## src/rtl/gpio_irq_pkg.sv

```systemverilog
package gpio_irq_pkg;

   localparam int NUM_REGS = 8;

   typedef enum logic [2:0] {
      REG_DIR  = 3'd0,
      REG_PIN  = 3'd1,
      REG_EXT  = 3'd2,
      REG_STAT = 3'd3,
      REG_EN   = 3'd4,
      REG_TYPE = 3'd5,
      REG_LVL  = 3'd6,
      REG_HOLD = 3'd7
   } gpio_reg_e;

endpackage

```

## src/rtl/gpio_wr_decode.sv

```systemverilog
module gpio_wr_decode #(
   parameter int ADDR_W = 4,
   localparam int N_STB = 2 ** ADDR_W
) (
   input  logic              bus_wr,
   input  logic [ADDR_W-1:0] bus_addr,
   output logic [N_STB-1:0]  strobe
);

   always_comb begin
      strobe = '0;
      if (bus_wr) strobe[bus_addr] = 1'b1;
   end

endmodule

```

## src/rtl/gpio_split_reg.sv

```systemverilog
module gpio_split_reg #(
   parameter int W  = 32,
   parameter int HW = 16,
   localparam int NH = W / HW
) (
   input  logic          clk,
   input  logic          rst_n,
   input  logic [NH-1:0] wr_half,
   input  logic [HW-1:0] wdata,
   output logic [W-1:0]  q
);

   for (genvar h = 0; h < NH; h++) begin : g_half
      always_ff @(posedge clk or negedge rst_n) begin
         if (!rst_n)          q[h*HW +: HW] <= '0;
         else if (wr_half[h]) q[h*HW +: HW] <= wdata;
      end
   end

endmodule

```

## src/rtl/gpio_event_cond.sv

```systemverilog
module gpio_event_cond #(
   parameter int N = 32
) (
   input  logic         clk,
   input  logic         rst_n,
   input  logic [N-1:0] pin_in,
   input  logic [N-1:0] dir,
   input  logic [N-1:0] typ,
   input  logic [N-1:0] lvl,
   output logic [N-1:0] pin_q,
   output logic [N-1:0] cond
);

   for (genvar i = 0; i < N; i++) begin : g_pin
      logic edge_hit;
      logic level_hit;

      always_ff @(posedge clk or negedge rst_n) begin
         if (!rst_n) pin_q[i] <= 1'b0;
         else        pin_q[i] <= pin_in[i];
      end

      assign edge_hit  = lvl[i] ? (pin_in[i] & ~pin_q[i]) : (~pin_in[i] & pin_q[i]);
      assign level_hit = (pin_in[i] == lvl[i]);
      assign cond[i]   = ~dir[i] & (typ[i] ? edge_hit : level_hit);
   end

endmodule

```

## src/rtl/gpio_status.sv

```systemverilog
module gpio_status #(
   parameter int N = 32
) (
   input  logic         clk,
   input  logic         rst_n,
   input  logic [N-1:0] cond,
   input  logic [N-1:0] hold,
   input  logic [N-1:0] clr,
   output logic [N-1:0] stat
);

   for (genvar i = 0; i < N; i++) begin : g_bit
      always_ff @(posedge clk or negedge rst_n) begin
         if (!rst_n)      stat[i] <= 1'b0;
         else if (hold[i]) stat[i] <= (stat[i] & ~clr[i]) | cond[i];
         else             stat[i] <= cond[i];
      end
   end

endmodule

```

## src/rtl/gpio_irq_unit.sv

```systemverilog
module gpio_irq_unit
   import gpio_irq_pkg::*;
#(
   parameter int REG_W = 32,
   parameter int HW_W  = 16,
   localparam int NH     = REG_W / HW_W,
   localparam int HALF_B = (NH > 1) ? $clog2(NH) : 1,
   localparam int ADDR_W = 3 + HALF_B
) (
   input  logic              clk,
   input  logic              rst_n,
   input  logic [ADDR_W-1:0] bus_addr,
   input  logic              bus_wr,
   input  logic [HW_W-1:0]   bus_wdata,
   output logic [HW_W-1:0]   bus_rdata,
   input  logic [REG_W-1:0]  pin_in,
   output logic [REG_W-1:0]  pin_out,
   output logic [REG_W-1:0]  pin_oe,
   output logic [REG_W-1:0]  ext_out,
   output logic              irq
);

   if (REG_W % HW_W != 0) begin : g_bad_split
      $error("REG_W must be a multiple of HW_W");
   end
   if (NH < 2 || (NH & (NH - 1)) != 0) begin : g_bad_halves
      $error("REG_W / HW_W must be a power of two of at least 2");
   end

   localparam int N_STB = NUM_REGS * NH;

   logic [N_STB-1:0]                wr_stb;
   logic [NUM_REGS-1:0][REG_W-1:0]  reg_q;
   logic [REG_W-1:0] dir_q, pd_q, ext_q, en_q, typ_q, lvl_q, hold_q;
   logic [REG_W-1:0] stat_q, pin_q, cond, clr_mask;
   logic [2:0]        reg_sel;
   logic [HALF_B-1:0] half_sel;
   logic [REG_W-1:0]  rd_word;

   gpio_wr_decode #(.ADDR_W(ADDR_W)) u_dec (
      .bus_wr   (bus_wr),
      .bus_addr (bus_addr),
      .strobe   (wr_stb)
   );

   // Plain configuration registers; the status slot is built separately.
   for (genvar r = 0; r < NUM_REGS; r++) begin : g_reg
      if (r != int'(REG_STAT)) begin : g_cfg
         gpio_split_reg #(.W(REG_W), .HW(HW_W)) u_reg (
            .clk     (clk),
            .rst_n   (rst_n),
            .wr_half (wr_stb[r*NH +: NH]),
            .wdata   (bus_wdata),
            .q       (reg_q[r])
         );
      end
   end

   // Write-one-to-clear mask, one slice per half-word.
   for (genvar h = 0; h < NH; h++) begin : g_clr
      assign clr_mask[h*HW_W +: HW_W] =
         wr_stb[int'(REG_STAT)*NH + h] ? bus_wdata : '0;
   end

   assign dir_q  = reg_q[REG_DIR];
   assign pd_q   = reg_q[REG_PIN];
   assign ext_q  = reg_q[REG_EXT];
   assign en_q   = reg_q[REG_EN];
   assign typ_q  = reg_q[REG_TYPE];
   assign lvl_q  = reg_q[REG_LVL];
   assign hold_q = reg_q[REG_HOLD];

   gpio_event_cond #(.N(REG_W)) u_cond (
      .clk    (clk),
      .rst_n  (rst_n),
      .pin_in (pin_in),
      .dir    (dir_q),
      .typ    (typ_q),
      .lvl    (lvl_q),
      .pin_q  (pin_q),
      .cond   (cond)
   );

   gpio_status #(.N(REG_W)) u_stat (
      .clk   (clk),
      .rst_n (rst_n),
      .cond  (cond),
      .hold  (hold_q),
      .clr   (clr_mask),
      .stat  (stat_q)
   );

   assign reg_q[REG_STAT] = stat_q;

   assign reg_sel  = bus_addr[ADDR_W-1 -: 3];
   assign half_sel = bus_addr[HALF_B-1:0];

   always_comb begin
      rd_word = reg_q[reg_sel];
      if (reg_sel == REG_PIN) rd_word = (pd_q & dir_q) | (pin_q & ~dir_q);
      bus_rdata = rd_word[half_sel*HW_W +: HW_W];
   end

   assign pin_out = pd_q;
   assign pin_oe  = dir_q;
   assign ext_out = ext_q;
   assign irq     = |(stat_q & en_q);

endmodule

```

## config.mk

```make
export PLATFORM = sky130hd
export DESIGN_NAME = gpio_irq_unit
export DESIGN_NICKNAME = d
export VERILOG_FILES = /design/src/rtl/gpio_irq_pkg.sv /design/src/rtl/gpio_wr_decode.sv /design/src/rtl/gpio_split_reg.sv /design/src/rtl/gpio_event_cond.sv /design/src/rtl/gpio_status.sv /design/src/rtl/gpio_irq_unit.sv
export SDC_FILE = /design/constraint.sdc
export NUM_CORES = 1
export LEC_CHECK = 0
export ABC_AREA = 1
export CAP_MARGIN = 20
export CORE_MARGIN = 5
export CORE_UTILIZATION = 56
export CTS_BUF_LIST = sky130_fd_sc_hd__clkbuf_4 sky130_fd_sc_hd__clkbuf_8
export DETAILED_ROUTE_END_ITERATION = 6
export PLACE_DENSITY = 0.9
export SYNTH_ARGS = -nofsm -noshare
export SYNTH_HDL_FRONTEND = slang
export SYNTH_SLANG_ARGS = --single-unit
```

## constraint.sdc

```tcl
create_clock -name clk -period 2.96 [get_ports clk]
set_input_delay 0.444 -clock clk [delete_from_list [all_inputs] [get_ports clk]]
set_output_delay 0.444 -clock clk [all_outputs]
set_load 0.01 [all_outputs]
```

==> flow_summary.toml <==
[finish]
mostFrequentLayoutCells = "nand2_1 (649), o21ai_0 (325), dfrtp_1 (288), inv_1 (181), clkdlybuf4s50_1 (163)"
final_util = 0.699
regArea_mm2 = 0.00721
drive_gt1_frac = 0.0867
multi_input_area_mm2 = 0.00578
area_delta_synth_final_pct = 23.7
fillers = 1902
final_common_cell = "nand2_1"
nets = 2107
instances_no_fill = 2418

[floorplan]
coreArea_mm2 = 0.0250
dieWidth_um = 169
die_height_um = 169
rows = 58
initial_core_util = 0.565
die-area_mm2 = 0.0285
ios = 168

[detailed_routing]
wire_per_inst_um = 18.9
dr.first_iter.drc_count = 1591
dr.pass1.iters = 7
wl_um = 45800
vias_per_cell = 5.85
route.antenna.remaining_nets = 0
drc_errors = 2
num_vias = 14154

[power_and_ir_drop]
ir_drop_mv = 0.461
power_density_mw_per_mm2 = 692
p_total_mw = 12.1
p_leak_nw = 8.41

[yosys]
syn-num-nets = 1924
syn_area_mm2 = 0.0141
muxShareOfSynthArea = 0
yosysUniqueCellTypes = 24
ys_ff_latch = 288
yosysWarnings = 0
syn_avg_cell_area_um2 = 7.55
synth_simple_gate_area_frac = 0.226
synth_top_family_by_area = "simple AND/OR/NAND/NOR gates"
synth-xor-area-share = 0
ys_seq_area_frac = 0.511
synth_adder_area_share = 0
synth_compound_area_frac = 0.183
postSynthCellCount = 1869

[sta]
setup_violations = 0
grt_setup_unrepaired = "no"
clock.fmax_ghz = 0.343
fin_setup_tns_ns = 0
period_share = 0.984
setup_slack_ns = 0.0482
drv_slew = 0
tightest_slew_ns = 0.667
min_period_ns = 2.91
slew_headroom = 0.556
clock_skew_ns = 0.0216
hold_violations = 0

[global_routing]
overflow = 0
antenna_found_initial = 1
grt_start_max_net_pins = 85
grt_usage = 0.318
grt_pass1_wl_um = 72500
grt_pass1_vias = 14130

[worst_hold_path]
hold_path.class = "in -> reg"
min_from = "pin_in[21]"
hold_depth = 1
hold_path_end = "u_cond.pin_q[21]$_DFF_PN0_"

[placement]
io_buffers = 167
pre_cts_slack_ns = -0.0556
place_hpwl_um = 31300
place.gp.congestion = 0.979
dp_cells = 2333

[clocking]
cts_tree = "yes"
h-tree-depth = 2
cts_setup_buffers = 0
clock_tree.buffer_depth = 3
cts.clk_slew.worst_paths_ns = 0.06
clock_latency_ns = 0.58
cts_made_buffers = 46
cts_root_buf = "clkbuf_8"
cts.sinks = 288

[critical_path]
cp.required_ns = 2.52
arrival_ns = 2.47
crit_path_end_kind = "output pin"
reg2reg_to = "u_stat.stat[5]$_DFF_PN0_"
critPathMaxFanout = 3
worstSetupStartpointType = "register"
r2r_cells = 3
r2r-start = "g_reg[5].g_cfg.u_reg.q[5]$_DFFE_PN0P_"
timing.reg2reg.setup_slack_ns = 1.87
path_class = "reg -> out"

[flow_run]
drv_cap = 0

[outcome]
status = "finished, violations left"
violations = "DRC"
-- registers in the layout, indices dropped and copies added (netlist names) --
signal,count
g.g_cfg.u_reg.q,224
u_cond.pin_q,32
u_stat.stat,32
-- cells by family after synthesis --
logic type / count (synthesis)
DFF: 288
AOI/OAI and AO/OA: 489
and+or+nand+nor: 804
buffers and inverters: 288
-- routing by layer --
layer / track usage / part of all wire / routed length, um
met2: 0.512 / 0.47 / 21300
met1: 0.401 / 0.36 / 16600
met5: 0 / 0 / 0
met4: 0.171 / 0.060 / 2740
met3: 0.0719 / 0.11 / 5120
-- stage by stage --
stage	hold slack (ns)	instance area, um^2
6_report	0.371	17500
3_5_place_dp	0.481	16500
5_1_grt	0.361	17500
2_1_floorplan	0.148	14100
3_3_place_gp	0.471	16500
4_1_cts	0.356	17500
-- where the power goes --
group          internal, mW  switching (mW)  leakage, nW
logic                  1.33            1.61         4.34
clock network          1.98            1.61        0.523
registers              4.76           0.786         3.55
-- worst max path at each step --
stage	start	to	slack [ns]	cells after the start
final	g_reg[2].g_cfg.u_reg.q[6]$_DFFE_PN0P_	bus_rdata[6]	0.05	6
after global placement	bus_addr[2]	bus_rdata[6]	-0.05	8
after CTS	g_reg[2].g_cfg.u_reg.q[6]$_DFFE_PN0P_	bus_rdata[6]	0.03	6
after detailed placement	bus_addr[3]	bus_rdata[4]	-0.06	12
after floorplan	bus_addr[1]	bus_rdata[10]	1.14	7
after global routing	g_reg[2].g_cfg.u_reg.q[6]$_DFFE_PN0P_	bus_rdata[6]	0.04	6
-- what timing repair did --
item,4_1_cts,5_1_grt
hold buffers,1,0
gates resized for setup,2,1
endpoints found under the setup margin,15,1
endpoints found under the hold margin,81,0
-- layout make-up --
class | instances | share of cell area
antenna | 1 | 0.000143
timing repair buffer | 234 | 0.135
tap | 330 | 0.0236
clock buffer | 73 | 0.0529
sequential | 288 | 0.413
multi-input combinational | 1293 | 0.331
clock inverter | 10 | 0.00337
inverter | 189 | 0.0406
-- synth_stat cells (all sizes together) --
| cell type | n | area share |
|---|---|---|
| o211ai | 31 | 0.016 |
| a31oi | 2 | 0.00089 |
| nand3 | 82 | 0.029 |
| o31ai | 5 | 0.0027 |
| a21boi | 17 | 0.0090 |
| inv | 189 | 0.050 |
| dfrtp | 288 | 0.51 |
| or2 | 9 | 0.0040 |
| nor2 | 61 | 0.018 |
| nand2 | 650 | 0.17 |
| nand4 | 2 | 0.00089 |
| a21oi | 88 | 0.031 |
| clkbuf | 65 | 0.017 |
| buf | 34 | 0.013 |
| o21ai | 346 | 0.12 |
-- worst max-delay path, stage by stage, from the launching register on --
cell and delay [ns]:
dfrtp_1 0.40, or2_2 0.29, nand3_1 0.08, nand2_1 0.04, o21ai_0 0.41, nand2_1 0.16
clkdlybuf4s50_1 0.51
(Power assumes the default switching activity.)
